===== config.mk =====
export PLATFORM = sky130hd
export DESIGN_NAME = rx_fifo_ctl
export DESIGN_NICKNAME = d
export VERILOG_FILES = /design/src/rtl/rx_fifo_pkg.sv /design/src/rtl/rx_ctl_decode.sv /design/src/rtl/rx_byte_ring.sv /design/src/rtl/rx_char_timer.sv /design/src/rtl/rx_fifo_ctl.sv
export SDC_FILE = /design/constraint.sdc
export NUM_CORES = 1
export LEC_CHECK = 0
export BUFFER_PORTS_ARGS = -buffer_cell sky130_fd_sc_hd__buf_4
export CORE_UTILIZATION = 42
export DETAILED_ROUTE_END_ITERATION = 8
export GPL_TIMING_DRIVEN = 1
export MAX_ROUTING_LAYER = met4
export SLEW_MARGIN = 15
export SYNTH_ARGS = -nofsm -noshare
export SYNTH_HDL_FRONTEND = slang
export SYNTH_SLANG_ARGS = --single-unit

===== constraint.sdc =====
create_clock -name clk -period 4.2 [get_ports clk]
set_input_delay 0 -clock clk [delete_from_list [all_inputs] [get_ports clk]]
set_output_delay 0 -clock clk [all_outputs]
set_load 0.05 [all_outputs]

===== src/rtl/rx_fifo_pkg.sv =====
`timescale 1ns/1ps
package rx_fifo_pkg;

    typedef enum logic [1:0] {
        TM_IDLE  = 2'd0,
        TM_COUNT = 2'd1,
        TM_PEND  = 2'd2
    } tm_state_e;

    // trigger code -> byte threshold (non-linear)
    function automatic logic [4:0] trig_level(input logic [1:0] code);
        logic [4:0] lvl;
        unique case (code)
            2'd0:    lvl = 5'd1;
            2'd1:    lvl = 5'd4;
            2'd2:    lvl = 5'd8;
            default: lvl = 5'd14;
        endcase
        return lvl;
    endfunction

    // bits per character: start + data + optional parity + stop(s)
    function automatic logic [3:0] frame_bits(input logic [3:0] cfg);
        return 4'd7 + {2'b00, cfg[1:0]} + {3'b000, cfg[3]} + {3'b000, cfg[2]};
    endfunction

endpackage


===== src/rtl/rx_ctl_decode.sv =====
`timescale 1ns/1ps
module rx_ctl_decode (
    input  logic       clk,
    input  logic       rst_n,
    input  logic       ctl_we,
    input  logic [7:0] ctl_wdata,
    output logic [7:0] ctl_value,
    output logic       rx_clr,
    output logic       tx_flush
);
    logic [7:0] ctl_q;
    logic       flush_q;
    logic       en_flip;

    always_comb begin
        en_flip = ctl_we & (ctl_wdata[0] ^ ctl_q[0]);
        rx_clr  = (ctl_we & ctl_wdata[1]) | en_flip;
    end

    always_ff @(posedge clk or negedge rst_n) begin
        if (!rst_n) begin
            ctl_q   <= 8'h00;
            flush_q <= 1'b0;
        end else begin
            flush_q <= (ctl_we & ctl_wdata[2]) | en_flip;
            if (ctl_we)
                ctl_q <= ctl_wdata & 8'hC9;
        end
    end

    assign ctl_value = ctl_q;
    assign tx_flush  = flush_q;

    // toggling the enable produces a transmit flush request next cycle
    a_r3_flip_flush: assert property (@(posedge clk) disable iff (!rst_n)
        (ctl_we && (ctl_wdata[0] != ctl_value[0])) |=> tx_flush);
    // action bits and unused bits never appear in the stored value
    a_r1_masked: assert property (@(posedge clk) disable iff (!rst_n)
        ctl_we |=> ((ctl_value & 8'h36) == 8'h00));
endmodule


===== src/rtl/rx_byte_ring.sv =====
`timescale 1ns/1ps
module rx_byte_ring #(
    parameter int DEPTH = 16,
    parameter int W     = 8,
    localparam int CW   = $clog2(DEPTH + 1),
    localparam int AW   = (DEPTH > 1) ? $clog2(DEPTH) : 1
) (
    input  logic          clk,
    input  logic          rst_n,
    input  logic          clr,
    input  logic          push,
    input  logic          pop,
    input  logic [W-1:0]  din,
    output logic [W-1:0]  head,
    output logic [CW-1:0] count,
    output logic          full,
    output logic          empty
);
    logic [W-1:0]  mem_q [DEPTH];
    logic [AW-1:0] wr_q, rd_q, wr_nxt, rd_nxt;
    logic [CW-1:0] cnt_q;
    logic          push_ok, pop_ok;

    // pointer wrap: plain increment when the depth is a power of two
    generate
        if ((1 << AW) == DEPTH) begin : g_pow2
            assign wr_nxt = wr_q + 1'b1;
            assign rd_nxt = rd_q + 1'b1;
        end else begin : g_wrap
            assign wr_nxt = (wr_q == AW'(DEPTH - 1)) ? '0 : wr_q + 1'b1;
            assign rd_nxt = (rd_q == AW'(DEPTH - 1)) ? '0 : rd_q + 1'b1;
        end
    endgenerate

    assign full    = (cnt_q == CW'(DEPTH));
    assign empty   = (cnt_q == '0);
    assign push_ok = push & ~full;
    assign pop_ok  = pop & ~empty;

    always_ff @(posedge clk or negedge rst_n) begin
        if (!rst_n) begin
            wr_q  <= '0;
            rd_q  <= '0;
            cnt_q <= '0;
        end else if (clr) begin
            wr_q  <= '0;
            rd_q  <= '0;
            cnt_q <= '0;
        end else begin
            if (push_ok) wr_q <= wr_nxt;
            if (pop_ok)  rd_q <= rd_nxt;
            cnt_q <= cnt_q + CW'(push_ok) - CW'(pop_ok);
        end
    end

    always_ff @(posedge clk) begin
        if (push_ok && !clr)
            mem_q[wr_q] <= din;
    end

    assign head  = mem_q[rd_q];
    assign count = cnt_q;

    // occupancy never exceeds the depth
    a_r5_bound: assert property (@(posedge clk) disable iff (!rst_n)
        count <= CW'(DEPTH));
    // a push into a full ring without a pop leaves it full
    a_r5_full_stays: assert property (@(posedge clk) disable iff (!rst_n)
        (full && push && !pop && !clr) |=> full);
endmodule


===== src/rtl/rx_char_timer.sv =====
`timescale 1ns/1ps
module rx_char_timer
    import rx_fifo_pkg::*;
#(
    parameter int OVS   = 16,
    parameter int CHARS = 4,
    localparam int MAX_TICKS = 12 * OVS * CHARS,
    localparam int CNT_W     = $clog2(MAX_TICKS + 1)
) (
    input  logic       clk,
    input  logic       rst_n,
    input  logic [3:0] frame_cfg,
    input  logic       baud_tick,
    input  logic       restart,
    input  logic       cancel,
    input  logic       rd_clr,
    input  logic       has_data,
    output logic       timeout_pend
);
    tm_state_e        state_q, state_d;
    logic [CNT_W-1:0] cnt_q, cnt_d, reload;

    assign reload = CNT_W'(32'(frame_bits(frame_cfg)) * OVS * CHARS);

    always_ff @(posedge clk or negedge rst_n) begin
        if (!rst_n) begin
            state_q <= TM_IDLE;
            cnt_q   <= '0;
        end else begin
            state_q <= state_d;
            cnt_q   <= cnt_d;
        end
    end

    always_comb begin
        state_d = state_q;
        cnt_d   = cnt_q;
        if (cancel) begin
            state_d = TM_IDLE;
            cnt_d   = '0;
        end else if (rd_clr) begin
            state_d = restart ? TM_COUNT : TM_IDLE;
            cnt_d   = restart ? reload : '0;
        end else begin
            unique case (state_q)
                TM_IDLE: begin
                    if (restart) begin
                        state_d = TM_COUNT;
                        cnt_d   = reload;
                    end
                end
                TM_COUNT: begin
                    if (restart) begin
                        cnt_d = reload;
                    end else if (baud_tick) begin
                        if (cnt_q <= CNT_W'(1)) begin
                            state_d = has_data ? TM_PEND : TM_IDLE;
                            cnt_d   = '0;
                        end else begin
                            cnt_d = cnt_q - 1'b1;
                        end
                    end
                end
                TM_PEND: state_d = TM_PEND;
                default: state_d = TM_IDLE;
            endcase
        end
    end

    always_comb timeout_pend = (state_q == TM_PEND);

    // the timeout only fires while data is queued
    a_r6_pend_needs_data: assert property (@(posedge clk) disable iff (!rst_n)
        $rose(timeout_pend) |-> $past(has_data));
    // any host read clears the pending timeout
    a_r6_read_clears: assert property (@(posedge clk) disable iff (!rst_n)
        rd_clr |=> !timeout_pend);
    // a receive flush cancels the timer
    a_r4_cancel: assert property (@(posedge clk) disable iff (!rst_n)
        cancel |=> (!timeout_pend && state_q == TM_IDLE));
endmodule


===== src/rtl/rx_fifo_ctl.sv =====
`timescale 1ns/1ps
module rx_fifo_ctl
    import rx_fifo_pkg::*;
#(
    parameter int DEPTH = 16,
    parameter int OVS   = 16,
    parameter int CHARS = 4,
    localparam int CW   = $clog2(DEPTH + 1)
) (
    input  logic          clk,
    input  logic          rst_n,
    input  logic          ctl_we,
    input  logic [7:0]    ctl_wdata,
    input  logic [3:0]    frame_cfg,
    input  logic          baud_tick,
    input  logic          rx_valid,
    input  logic [7:0]    rx_data,
    input  logic          rx_break,
    input  logic          host_rd,
    input  logic          status_rd,
    output logic [7:0]    host_rdata,
    output logic [7:0]    ctl_value,
    output logic          tx_flush,
    output logic          data_ready,
    output logic          overrun,
    output logic          break_seen,
    output logic [CW-1:0] rx_count,
    output logic          level_hit,
    output logic          timeout_pend
);
    logic          rx_clr, fifo_on;
    logic          rx_evt, push_ok, pop_ok;
    logic [7:0]    rx_byte, ring_head, hold_q;
    logic [CW-1:0] ring_count;
    logic [CW:0]   remain;
    logic          ring_full, ring_empty;
    logic          dr_q, ovr_q, brk_q;
    logic          restart;

    rx_ctl_decode u_dec (
        .clk, .rst_n, .ctl_we, .ctl_wdata,
        .ctl_value, .rx_clr, .tx_flush
    );

    assign fifo_on = ctl_value[0];
    assign rx_evt  = rx_valid | rx_break;
    assign rx_byte = rx_break ? 8'h00 : rx_data;
    assign push_ok = fifo_on & rx_evt & ~ring_full;
    assign pop_ok  = fifo_on & host_rd & ~ring_empty;
    assign remain  = {1'b0, ring_count} + (CW+1)'(push_ok) - (CW+1)'(pop_ok);

    rx_byte_ring #(.DEPTH(DEPTH), .W(8)) u_ring (
        .clk, .rst_n,
        .clr   (rx_clr),
        .push  (fifo_on & rx_evt),
        .pop   (fifo_on & host_rd),
        .din   (rx_byte),
        .head  (ring_head),
        .count (ring_count),
        .full  (ring_full),
        .empty (ring_empty)
    );

    assign restart = fifo_on & (rx_valid | (pop_ok & (remain != '0)));

    rx_char_timer #(.OVS(OVS), .CHARS(CHARS)) u_tmr (
        .clk, .rst_n, .frame_cfg, .baud_tick,
        .restart,
        .cancel   (rx_clr),
        .rd_clr   (fifo_on & host_rd),
        .has_data (~ring_empty),
        .timeout_pend
    );

    // line flags: later assignments take priority
    always_ff @(posedge clk or negedge rst_n) begin
        if (!rst_n) begin
            dr_q   <= 1'b0;
            ovr_q  <= 1'b0;
            brk_q  <= 1'b0;
            hold_q <= 8'h00;
        end else begin
            if (status_rd) begin
                ovr_q <= 1'b0;
                brk_q <= 1'b0;
            end
            if (host_rd && (!fifo_on || remain == '0)) begin
                dr_q  <= 1'b0;
                brk_q <= 1'b0;
            end
            if (rx_evt) begin
                dr_q <= 1'b1;
                if (rx_break) brk_q <= 1'b1;
                if (fifo_on) begin
                    if (ring_full) ovr_q <= 1'b1;
                end else begin
                    if (dr_q && !host_rd) ovr_q <= 1'b1;
                    hold_q <= rx_byte;
                end
            end
            if (rx_clr) begin
                dr_q  <= 1'b0;
                brk_q <= 1'b0;
            end
        end
    end

    assign host_rdata = fifo_on ? (ring_empty ? 8'h00 : ring_head) : hold_q;
    assign data_ready = dr_q;
    assign overrun    = ovr_q;
    assign break_seen = brk_q;
    assign rx_count   = fifo_on ? ring_count : CW'(dr_q);
    assign level_hit  = fifo_on ? (32'(ring_count) >= 32'(trig_level(ctl_value[7:6]))) : dr_q;

    // an arrival into a full queue is lost and flagged
    a_r5_full_drop: assert property (@(posedge clk) disable iff (!rst_n)
        (fifo_on && rx_valid && rx_count == CW'(DEPTH) && !host_rd && !ctl_we)
        |=> (overrun && rx_count == CW'(DEPTH)));
    // reading the last byte drops data ready and break
    a_r8_last_read: assert property (@(posedge clk) disable iff (!rst_n)
        (fifo_on && host_rd && rx_count == CW'(1) && !rx_evt)
        |=> (!data_ready && !break_seen));
    // a receive flush empties the queue
    a_r4_flush_empty: assert property (@(posedge clk) disable iff (!rst_n)
        (ctl_we && ctl_wdata[1]) |=> (rx_count == '0 && !data_ready && !timeout_pend));
    // break sets its flags
    a_r9_break_flags: assert property (@(posedge clk) disable iff (!rst_n)
        (rx_break && !ctl_we) |=> (break_seen && data_ready));
    // holding register overwrite raises overrun
    a_r10_hold_ovr: assert property (@(posedge clk) disable iff (!rst_n)
        (!fifo_on && data_ready && rx_valid && !host_rd && !ctl_we) |=> overrun);
endmodule


### Word-level counts from Yosys, hierarchy flattened

Memory sizes are Yosys's and may differ from the RTL's.
Index checks and enable logic that the tools add are counted.

* register bits: 41
* RAM bits: 128
* bits of input ports: 28
* word-level logic and storage cells: 113
* memories: 1

Memory list
* u_ring.mem_q: words 16, bits a word 8, rd ports 1, clocked after memory_dff 0, wr ports 1, line rx_byte_ring.sv:19 `logic [W-1:0] mem_q [DEPTH];`

* $add $sub $neg: 10
* order comparisons: 2
* equal/unequal tests: 10
* muxes and demuxes: 43
* bitwise logic cells: 17
* reduce and logical (&&, ||, !) cells: 19

Operators by type and width (number)
* $mux W10: 7
* $mux W8: 3
* $pmux W10 S2: 1
* $mux W1: 17
* $mux W4: 4
* $mux W2: 7
* $pmux W4 S3: 1
* $le A10 B1 Y1 const B: 1
* $mux W5: 2
* $sub A10 B1 Y10 const B: 1
* $and A1 B1 Y1: 9
* $add A4 B1 Y4: 2
* $add A4 B1 Y4 const B: 2
* $ne A4 B3 Y1 const B: 2
* $ne A4 B4 Y1 const B: 2
* $add A5 B1 Y6: 1
* $logic_not A6 Y1: 1
* $pmux W2 S3: 1
* $reduce_bool A6 Y1: 1
* $sub A6 B1 Y6: 1
* $add A5 B1 Y5: 1
* $eq A5 B5 Y1 const B: 1
* $ge A5 B5 Y1: 1
* $logic_not A5 Y1: 1
* 18 further kinds: 31

### Depth between registers and ports, before layout

Gate-level depths: netlist of run 1.

* depth in word-level cells: 13
* depth in mapped cells: 16
* depth with buffers taken out: 15

### By module

A second synthesis of run 1 with hierarchy kept.

* cell total of the unflattened synthesis: 560
* area total of the unflattened synthesis: 8060.2 µm²

Modules (own cells, without submodules)
* rx_byte_ring: instances 1, cells an instance 309, area each 5813.1 µm², sequential area each 4169.0 µm²
* rx_fifo_ctl: instances 1, cells an instance 119, area each 1019.7 µm², sequential area each 275.3 µm²
* rx_char_timer: instances 1, cells an instance 115, area each 999.7 µm², sequential area each 300.3 µm²
* rx_ctl_decode: instances 1, cells an instance 17, area each 227.7 µm², sequential area each 125.1 µm²

### Worst setup path after synthesis of run 1

OpenSTA, ideal clock, no wires.

* path type: register -> register
* from: reg u_ring.cnt_q[2], in the netlist u_ring.count[2]
* to: reg u_tmr.cnt_q[7]
* library setup time: 126 ps
* data arrival time: 3427 ps
* setup slack: 647 ps
* cell stages (with the launch flop): 17
* path through: dfrtp_1 inv_1 ha_1 nor3b_2 nand2_1 and3_2 buf_2 ha_1 inv_1 ha_1 fa_1 a21oi_1 o21bai_1 xnor2_1 o41ai_4 a21boi_2 a221o_1

* cells in the longest elaborated chain, start to end: 13

RTL lines
* start: declaration: line rx_byte_ring.sv:21 `logic [CW-1:0] cnt_q;`
* start signal: assignment: line rx_byte_ring.sv:52 `cnt_q <= cnt_q + CW'(push_ok) - CW'(pop_ok);`
* $eq A5 B5 Y1: line rx_byte_ring.sv:35 `assign full = (cnt_q == CW'(DEPTH));`
* $not A1 Y1: line rx_fifo_ctl.sv:48 `assign push_ok = fifo_on & rx_evt & ~ring_full;`
* $and A1 B1 Y1: line rx_fifo_ctl.sv:48
* $add A5 B1 Y6: line rx_fifo_ctl.sv:50 `assign remain = {1'b0, ring_count} + (CW+1)'(push_ok) - (CW+1)'(pop_ok);`
* $sub A6 B1 Y6: line rx_fifo_ctl.sv:50
* $reduce_bool A6 Y1: line rx_fifo_ctl.sv:64 `assign restart = fifo_on & (rx_valid | (pop_ok & (remain != '0)));`
* $and A1 B1 Y1 (*): line rx_fifo_ctl.sv:64
* $or A1 B1 Y1 (*): line rx_fifo_ctl.sv:64
* $and A1 B1 Y1 (*): line rx_fifo_ctl.sv:64
* $mux W10: line rx_char_timer.sv:53 `if (restart) begin`
* $pmux W10 S2: line rx_char_timer.sv:45 `unique case (state_q)`
* $mux W10: line rx_char_timer.sv:41 `end else if (rd_clr) begin`
* $mux W10: line rx_char_timer.sv:38 `if (cancel) begin`
* end signal: assignment: line rx_char_timer.sv:31 `cnt_q <= cnt_d;`
* end: declaration: line rx_char_timer.sv:21 `logic [CNT_W-1:0] cnt_q, cnt_d, reload;`

Every way passes the cells marked *; elsewhere a longest branch is shown, timed or not.
A chain may end at the register's enable or synchronous reset.

### Worst setup path after layout of run 1

* from: reg u_ring.cnt_q[2], in the netlist u_ring.count[2]
* to: reg u_tmr.state_q[0]

* cells in the longest elaborated chain, start to end: 12

RTL lines
* $eq A5 B5 Y1: line rx_byte_ring.sv:35
* $not A1 Y1: line rx_fifo_ctl.sv:48
* $and A1 B1 Y1: line rx_fifo_ctl.sv:48
* $add A5 B1 Y6: line rx_fifo_ctl.sv:50
* $sub A6 B1 Y6: line rx_fifo_ctl.sv:50
* $reduce_bool A6 Y1: line rx_fifo_ctl.sv:64
* $and A1 B1 Y1 (*): line rx_fifo_ctl.sv:64
* $or A1 B1 Y1 (*): line rx_fifo_ctl.sv:64
* $and A1 B1 Y1 (*): line rx_fifo_ctl.sv:64
* $mux W1: line rx_char_timer.sv:42 `state_d = restart ? TM_COUNT : TM_IDLE;`
* $mux W2: line rx_char_timer.sv:41
* $mux W2: line rx_char_timer.sv:38
* end signal: assignment: line rx_char_timer.sv:30 `state_q <= state_d;`
* end: declaration: line rx_char_timer.sv:20 `tm_state_e state_q, state_d;`

Marks and branches as above.

==> flow_summary.toml, run 1 <==
[critical_path]
r2r_start = "u_ring.count[2]"
worst_setup_path_end_kind = "flip-flop"
slowest_stage = "dlygate4sd3_1"
critical-path-top-delay-family = "adder cells"
path_cells = "inv_1, ha_1, nor3b_4, nand2_2, and3_4, ha_1, inv_1, ha_1, fa_1, a21oi_1, o21bai_1, xnor2_1, o41ai_4, a31oi_1, dlygate4sd3_1"
rrSetupSlack_ns = 0.31
path_buf_inv = 3
cp_max_fo = 6
worstSetupStartpoint = "u_ring.count[2]"
startpoint_type = "flip-flop"
critical_path_cell_count = 15
cp.required_ns = 4.50
endpoint = "u_tmr.state_q[0]"
cp_slowest_stage_delay_ns = 0.58
crit_path_frequent_cell = "ha_1"
critical_path_class = "flip-flop to flip-flop"
r2r_cells = 15
r2r_end = "u_tmr.state_q[0]"
arrival_ns = 4.20

[clocking]
clk_pin_slew_ns = 0.06
cts_buffers = 17
clock-sinks = 169
clkLatencyLatePin_ns = 0.43
cts_tree = "yes"
cts.path.max_buffers = 2
h-tree-depth = 4
clock-root-buffer = "clkbuf_16"

[finish]
fillerInstances = 1528
drive_above_1_share_pct = 23.8
fin_nets = 650
stdcell_area_mm2 = 0.00914
final_common_cell = "edfxtp_1"
stdcell_count = 839
diodes = 0
fin_util_pct = 50.7
layout_common_cells = "128 x edfxtp_1, 56 x buf_4, 43 x inv_1"
syn_to_final_growth_pct = 17.8

[placed_design]
port_buffers = 48
dpl_worst_slack_ns = 0.337
place.gp.congestion = 0.822
placed_area_mm2 = 0.00836
dp.final_hpwl_um = 10800
dp_cells = 783

[timing]
setup_viol = 0
finalHoldViolations = 0
fin_crit_ns = 3.89
slew_headroom_pct = 28.2
period_share_pct = 92.7
fin_ws_ns = 0.307
clock_skew_ns = 0.0108
rsz0062_at_grt = "no"
whs_ns = 0.0546
finalSetupTns_ns = 0
finalMaxSlewViolations = 0
clock.fmax_mhz = 257
tightest_slew_ns = 1.07

[detailed_routing]
ant_nets = 0
avgViaCountPerCell = 5.41
post_drt_wl_per_cell_um = 18.9
drc = 0
first_pass_iters = 4
drt_iter0_markers = 365
vias = 4536
drt-total-wl_um = 15900

[logic_synthesis]
synthCells = 521
yosys.area.top_type = "edfxtp_1"
synth_flop_cell = "edfxtp_1"
yosysWarnings = 0
synth_cell_types = 63
async_flop_share_pct = 24.3
ys_seq_elements = 169
synth.top_cell.area_share_pct = 49.5
syn_area_per_cell_um2 = 14.9
ys_seq_area_share_pct = 62.7
synth_edf_count = 128
syn_area_mm2 = 0.00776
ys_top_cells_by_area = "edfxtp_1 50%, dfrtp_1 13%, mux4_2 12%"

[grt]
grt_max_degree = 42
grtUsageTotal_pct = 18.1
grt_pass1_wl_um = 24300
antenna_found_initial = 0
grt_overflow_total = 0
grt_pass1_vias = 4359

[run_status]
outcome = "finished, final reports clean"

[floorplan]
chipWidth_um = 138
start_util_pct = 43.1
dieArea_mm2 = 0.0190
die_h_um = 138
rows = 49
core-area_mm2 = 0.0180
io_pins = 55

[power]
power.leakage_nw = 3.38
finalPower_mw = 5.22
power_density_mw_per_mm2 = 571
vdd_drop_max_mv = 0.346

[run]
cap_violations = 0

[min_path]
min_path_type = "primary input to flip-flop"
worst min-delay path, stage by stage:
cell and delay (ns):
buf_4 0.10, o21ai_0 0.11, nand2_1 0.16, nor2_1 0.07
timing repair:
| item | in CTS | in global routing |
|---|---|---|
| setup buffers | 0 | 1 |
| resized for setup | 0 | 3 |
| endpoints found under the hold margin | 53 | 0 |
| endpoints found under the setup margin | 0 | 4 |
| hold buffers | 24 | 0 |
cells by family (layout without fill, tap and decap cells):
logic type                 Yosys count  count (layout)  synth area share (%)
AOI/OAI and AO/OA                   74              74                  7.03
buffers and inverters               68             154                  3.59
adders and majority gates           24              24                  4.06
DFF                                169             169                  62.7
muxes                               45              45                  12.3
and+or+nand+nor                    129             129                  8.99
other                                1               4                0.0483
xor gates and xnor gates            11              11                  1.24
Yosys cell counts (all sizes together), types with 4 or more instances:
master  count
dfrtp      41
o21a        4
nor2b      14
and2       18
o21ai      20
mux4       40
xor2        7
buf        12
a22o        7
nand2      24
nand2b      4
nand3       4
nand4       4
nor3b       4
a21oi      10
nor3        5
clkbuf     13
o22ai      11
nor4        8
ha         22
inv        43
edfxtp    128
nor2       32
xnor2       4
per-layer routing:
metal / GRT usage [%] / vias up / part of all wire (%)
met5: - / - / 0
met4: 5.92 / 0 / 1.2
met3: 3.76 / 14 / 4.0
met2: 26.8 / 121 / 48
met1: 25.0 / 2285 / 47
li1: - / 2116 / -
power by group:
| group | internal [mW] | switching [mW] | leakage, nW | total [mW] |
|---|---|---|---|---|
| combinational | 0.758 | 0.975 | 1.44 | 1.73 |
| sequential | 1.93 | 0.190 | 1.70 | 2.12 |
| clock | 0.748 | 0.626 | 0.240 | 1.37 |
| total | 3.43 | 1.79 | 3.38 | 5.22 |
worst min-delay path by stage:
stage	start	to	depth (start not counted)
after floorplan	rst_n	break_seen	0
after global placement	rst_n	u_ring.count[3]	1
after detailed placement	rst_n	u_ring.count[3]	1
after CTS	ctl_wdata[1]	u_tmr.state_q[1]	4
after global routing	ctl_wdata[1]	u_tmr.state_q[1]	4
final	ctl_wdata[1]	u_tmr.state_q[1]	4
cell type report:
| cell class | count | area (um^2) | share of cell area, % |
|---|---|---|---|
| Clock inverter | 12 | 77.6 | 0.849 |
| Sequential cell | 169 | 4870 | 53.3 |
| Multi-Input combinational cell | 287 | 2650 | 29.0 |
| Timing Repair Buffer | 80 | 661 | 7.23 |
| Clock buffer | 19 | 433 | 4.74 |
| Tap cell | 229 | 287 | 3.13 |
| Inverter | 43 | 161 | 1.77 |
registers in the layout, summed over array words and instances (netlist names):
name             flops
break_seen           1
data_ready           1
hold_q               8
overrun              1
u_dec.ctl_value      4
u_dec.tx_flush       1
u_ring.count         5
u_ring.mem_q       128
u_ring.rd_q          4
u_ring.wr_q          4
u_tmr.cnt_q         10
u_tmr.state_q        2
(Power assumes the default switching activity.)
==> run 2: changes to the inputs <==
--- a/config.mk
+++ b/config.mk
@@ -5,11 +5,14 @@
 export SDC_FILE = /design/constraint.sdc
 export NUM_CORES = 1
 export LEC_CHECK = 0
+export ABC_AREA = 1
 export BUFFER_PORTS_ARGS = -buffer_cell sky130_fd_sc_hd__buf_4
+export CORE_MARGIN = 2
 export CORE_UTILIZATION = 42
 export DETAILED_ROUTE_END_ITERATION = 8
 export GPL_TIMING_DRIVEN = 1
 export MAX_ROUTING_LAYER = met4
+export PLACE_DENSITY = 0.7
 export SLEW_MARGIN = 15
 export SYNTH_ARGS = -nofsm -noshare
 export SYNTH_HDL_FRONTEND = slang
==> run 2 against run 1 <==
Effect of this change: worst setup slack improved by 0.24 ns; sequential power down 6%; register-to-register slack improved by 0.24 ns; critical path depth increased by 5; utilization is 0.69 points lower; final area is 2.0% higher; global-route usage rose by 2.0 points; non-clock buffer count grew 6; synthesized cell count grew 48%; via count up 29%; critical path type unchanged; critical endpoint is now break_seen; largest cell class unchanged; largest power group unchanged.
==> flow_summary.toml, run 2 <==
[critical_path]
critical_path_cell_count = 20
critical-path-top-delay-family = "simple AND/OR/NAND/NOR gates"
crit_path_frequent_cell = "nand2_1"
endpoint = "break_seen"
rrSetupSlack_ns = 0.55
slowest_stage = "dlygate4sd3_1"
cp.required_ns = 4.49
arrival_ns = 3.94
cp_max_fo = 5
path_cells = "inv_1, ha_1, nand4_1, nand2_2, inv_2, ha_1, inv_1, ha_1, fa_1, nand3_1, nand3_1, nand2_1, nand2_1, nor2_2, nand2_2, nand2_1, nand2_1, a31oi_1, dlygate4sd3_1, nor2_1"
path_buf_inv = 4
critical_path_class = "flip-flop to flip-flop"
r2r_end = "break_seen"
r2r_start = "u_ring.count[3]"
worstSetupStartpoint = "u_ring.count[3]"
worst_setup_path_end_kind = "flip-flop"
r2r_cells = 20
startpoint_type = "flip-flop"
cp_slowest_stage_delay_ns = 0.56

[power]
finalPower_mw = 5.33
power.leakage_nw = 3.75
vdd_drop_max_mv = 0.284
power_density_mw_per_mm2 = 572

[placed_design]
place.gp.congestion = 0.872
dp_cells = 1036
port_buffers = 48
dp.final_hpwl_um = 11600

[logic_synthesis]
syn_area_per_cell_um2 = 10.3
synth_flop_cell = "edfxtp_1"
synth_edf_count = 128
synthSimpleGateAreaFrac_pct = 15.5
synthAdderAreaFrac_pct = 3.96
synth_compound_area_share_pct = 12.1
synthCells = 773
synth_most_common_cell = "edfxtp_1"
yosysWarnings = 0
synth_cell_types = 42
ys_seq_elements = 169
synth_top_family_by_area = "simple AND/OR/NAND/NOR gates"
synthXorXnorAreaFrac_pct = 0.990
ys_top_cells_by_area = "edfxtp_1 48%, dfrtp_1 13%, o21ai_0 6.3%"
synth_top_cells_by_count = "128 x edfxtp_1, 123 x nor2_1, 100 x o21ai_0"
yosys.area.top_type = "edfxtp_1"
async_flop_share_pct = 24.3
syn_area_mm2 = 0.00796
synth.top_cell.area_share_pct = 48.3
ys_seq_area_share_pct = 61.2
muxShareOfSynthArea_pct = 0.141

[detailed_routing]
vias = 5857
post_drt_wl_per_cell_um = 17.3
ant_nets = 0
avgViaCountPerCell = 5.37
drc = 0
drt_iter0_markers = 515
drt-total-wl_um = 18900
first_pass_iters = 5

[finish]
fin_util_pct = 50.0
multi_input_area_mm2 = 0.00262
syn_to_final_growth_pct = 17.1
drive_above_1_share_pct = 14.9
reg.largest.list = "u_ring.mem_q (128), u_tmr.cnt_q (10), hold_q (8)"
stdcell_count = 1091
diodes = 0
final_common_cell = "edfxtp_1"
largest_reg_flops = 128
fin_nets = 896
layout_common_cells = "128 x edfxtp_1, 121 x nor2_1, 100 x o21ai_0"
fillerInstances = 1642
top_register = "u_ring.mem_q"
register_area_mm2 = 0.00487

[timing]
tightest_slew_ns = 1.20
clock.fmax_mhz = 274
period_share_pct = 86.9
finalMaxSlewViolations = 0
rsz0062_at_grt = "no"
setup_viol = 0
clock_skew_ns = 0.00852
whs_ns = 0.0390
slew_headroom_pct = 19.4
fin_crit_ns = 3.65
finalSetupTns_ns = 0
finalHoldViolations = 0

[run_status]
outcome = "finished, final reports clean"

[grt]
grt_pass1_wl_um = 30000
grt_pass1_vias = 5731
grtUsageTotal_pct = 20.2
grt_max_degree = 67
grt_overflow_total = 0
antenna_found_initial = 0

[clocking]
postCtsResizedCells = 0
cts.path.max_buffers = 2
cts_buffers = 17
clkLatencyLatePin_ns = 0.43
cts_tree = "yes"
clk_pin_slew_ns = 0.06
clock-root-buffer = "clkbuf_16"
cts_setup_buffers = 0
clock-sinks = 169
h-tree-depth = 4

[floorplan]
io_pins = 55
dieArea_mm2 = 0.0201
chipWidth_um = 142
core-area_mm2 = 0.0186
die_h_um = 142
rows = 50
start_util_pct = 42.7

[min_path]
min_path_type = "primary input to flip-flop"
hold_start = "ctl_wdata[1]"

[run]
cap_violations = 0
[run 2: cell count changes after synthesis, sizes merged, moves of 7 or more]
cell / delta
and2: -18
clkbuf: +7
inv: +31
mux4: -40
nand2: +88
nand3: +22
nor2: +94
nor2b: -14
nor4: -7
o21ai: +90
o221ai: +7
o22ai: +19
[run 2: worst min-delay path by stage]
stage	to	slack, ns	depth (start not counted)
after floorplan	break_seen	-0.30	0
final	u_ring.wr_q[0]	0.04	6
after global placement	u_tmr.cnt_q[5]	0.02	1
after global routing	u_ring.wr_q[0]	0.07	6
after detailed placement	u_tmr.cnt_q[6]	0.02	1
after CTS	u_tmr.cnt_q[6]	0.03	6
[run 2: logic make-up after synthesis]
family,after synthesis
AO/OA/AOI/OAI,171
AND/OR/NAND/NOR,287
XOR/XNOR,9
adder cells (fa/ha/maj),24
buffers and inverters,111
flip-flops,169
multiplexers,1
other,1
[run 2: what timing repair did]
item / in CTS / in global routing
hold buffers: 23 / 0
setup endpoints to repair: 0 / 0
endpoints found under the hold margin: 51 / 0
[run 2: per-stage QoR]
stage	instance area, um^2	setup WS, ns
2_1_floorplan	7970	1.11
3_3_place_gp	8540	0.846
3_5_place_dp	8540	0.784
4_1_cts	9320	0.559
5_1_grt	9330	0.300
6_report	9330	0.550
[run 2: area by class of cell]
cell class	count	area share, %
timing repair buffer	86	7.54
sequential	169	52.2
inverter	74	2.98
multi-input combinational	496	28.1
tap	234	3.14
clock buffer	20	4.68
clock inverter	12	1.29
[run 2: worst min-delay path, stage by stage]
cell and delay, ns:
buf_4 0.08, nand2_1 0.05, nand2_2 0.09, nor2_1 0.09, nand2_1 0.07, nand2_1 0.05
[run 2: report_power, final]
part           switching [mW]  internal [mW]
Sequential             0.0854           1.91
Combinational            1.25          0.608
Clock                   0.661          0.826
Total                    1.99           3.34
[run 2: routing by layer]
layer	GRT usage [%]	share of wire [%]
met1	26.2	43
met2	32.8	49
met3	3.27	5.9
met4	6.26	1.5
met5	-	0
==> run 3: changes to the inputs <==
==> constraint.sdc (replaced) <==
create_clock -name clk -period 4.2 [get_ports clk]
set_input_delay 0.63 -clock clk [delete_from_list [all_inputs] [get_ports clk]]
set_output_delay 0.63 -clock clk [all_outputs]
set_load 0.05 [all_outputs]
==> run 3 against run 2 <==
Effect of this change: power grew 2.6%; flip-flop and latch count is the same; clock power grew 11%; via count shrank 3.2%; worst hold slack gained 0.13 ns; sequential share of layout area grew 0.83 points; critical path type unchanged; critical endpoint is now u_tmr.cnt_q[1]; largest power group unchanged.
==> flow_summary.toml, run 3 (synthesized netlist as in run 2, its figures left out) <==
[timing]
setup_viol = 0
finalSetupTns_ns = 0
period_share_pct = 82.5
slew_headroom_pct = 22.8
clock_skew_ns = 0.00957
finalMaxSlewViolations = 0
tightest_slew_ns = 1.15
clock.fmax_mhz = 289
fin_crit_ns = 3.47
rsz0062_at_grt = "no"
finalHoldViolations = 0

[floorplan]
die_h_um = 142
core-area_mm2 = 0.0186
chipWidth_um = 142
rows = 50
start_util_pct = 42.7
dieArea_mm2 = 0.0201
io_pins = 55

[clocking]
clock-root-buffer = "clkbuf_16"
cts.path.max_buffers = 2
cts_buffers = 17
postCtsResizedCells = 0
cts_setup_buffers = 0
clkLatencyLatePin_ns = 0.44
clock-sinks = 169
clk_pin_slew_ns = 0.07
cts_tree = "yes"
h-tree-depth = 4
cts-hold-fix-buffers = 0

[placed_design]
port_buffers = 48
dp.final_hpwl_um = 11700
place.gp.congestion = 0.843

[grt]
grt_pass1_wl_um = 29300
grt_max_degree = 67
grt_pass1_vias = 5591
grt_overflow_total = 0
antenna_found_initial = 0
grtUsageTotal_pct = 19.8

[critical_path]
r2r_start = "u_ring.count[2]"
r2r_cells = 21
cp_max_fo = 15
cp.required_ns = 4.52
critical_path_class = "flip-flop to flip-flop"
rrSetupSlack_ns = 0.73
startpoint_type = "flip-flop"
worst_setup_path_end_kind = "flip-flop"
arrival_ns = 3.78
r2r_end = "u_tmr.cnt_q[1]"

[finish]
drive_above_1_share_pct = 15.7
diodes = 0
largest_reg_flops = 128
final_common_cell = "edfxtp_1"
fillerInstances = 1690
top_register = "u_ring.mem_q"
syn_to_final_growth_pct = 15.3
reg.largest.list = "u_ring.mem_q (128), u_tmr.cnt_q (10), hold_q (8)"
layout_common_cells = "128 x edfxtp_1, 122 x nor2_1, 100 x o21ai_0"
fin_nets = 876

[power]
finalPower_mw = 5.47
power.leakage_nw = 3.72
power_density_mw_per_mm2 = 596
vdd_drop_max_mv = 0.339

[run]
cap_violations = 0

[detailed_routing]
ant_nets = 0
vias = 5667
post_drt_wl_per_cell_um = 17.3
drt-total-wl_um = 18500
drt_iter0_markers = 602
first_pass_iters = 5
avgViaCountPerCell = 5.29
drc = 0

[min_path]
min_path_type = "primary input to asynchronous set/reset pin"

[run_status]
outcome = "finished, final reports clean"
==> run 3: cell types whose count changed in the layout (fill, tap and decap cells not counted), sizes merged <==
cell,previous run,this run
bufinv,1,4
buf,63,66
clkinvlp,4,2
clkbuf,20,17
dlygate4sd3,23,0
clkinv,3,5
==> run 3: how the worst max path moves through the flow <==
| stage | startpoint | end | slack (ns) |
|---|---|---|---|
| floorplan | u_dec.ctl_value[0] | u_tmr.cnt_q[4] | 1.11 |
| global placement | host_rd | u_tmr.cnt_q[0] | 0.81 |
| detailed placement | u_ring.count[3] | u_tmr.cnt_q[1] | 0.79 |
| CTS | u_ring.count[2] | u_tmr.cnt_q[1] | 0.73 |
| global route | u_ring.count[2] | u_tmr.cnt_q[1] | 0.46 |
| finish | u_ring.count[2] | u_tmr.cnt_q[1] | 0.73 |
==> run 3: power by group <==
group / internal [mW] / switching [mW] / leakage, nW
logic: 0.588 / 1.24 / 1.71
clock network: 0.996 / 0.657 / 0.301
registers: 1.91 / 0.0859 / 1.70
total: 3.49 / 1.98 / 3.72
==> run 3: layout make-up <==
cell class	count	area, um^2	share of cell area, %
clock inverters	15	195	2.13
flip-flops and latches	169	4870	53.1
repair buffers	66	495	5.40
clock buffers	17	425	4.63
multi-input cells	496	2620	28.6
well taps	234	293	3.19
inverters	74	278	3.03
==> run 3: metal layers <==
| metal | part of all wire, % | GRT usage, % | up-vias |
|---|---|---|---|
| met5 | 0 | - | - |
| met4 | 1.9 | 6.58 | 0 |
| met3 | 5.3 | 3.95 | 28 |
| met2 | 49 | 31.0 | 162 |
| met1 | 44 | 26.0 | 2717 |
| li1 | - | - | 2760 |
==> run 3: stage by stage <==
stage                     hold slack, ns  util [%]  std cells  setup slack, ns  area (um^2)
after detailed placement           0.481      45.9       1039            0.786         8560
after CTS                          0.192      49.2       1071            0.733         9180
after global routing               0.213      49.2       1071            0.456         9180
final                              0.172      49.2       1071            0.735         9180
after global placement             0.487      45.9       1039            0.814         8560
after floorplan                    0.334         -        776             1.11         7970
==> run 3: worst max-delay path, cell delays in order (launching register included) <==
cell,delay [ns]
dfrtp_1,0.42
inv_1,0.09
ha_1,0.17
nand4_1,0.21
nand2_2,0.16
inv_2,0.08
ha_1,0.28
inv_1,0.04
ha_1,0.22
fa_1,0.42
nand3_1,0.12
nand3_1,0.08
nand2_1,0.09
nand2_1,0.07
nor2_2,0.11
nand2_2,0.10
nand2_4,0.12
nand3_2,0.10
nand2_4,0.22
inv_1,0.13
nand2_1,0.07
o21ai_1,0.06
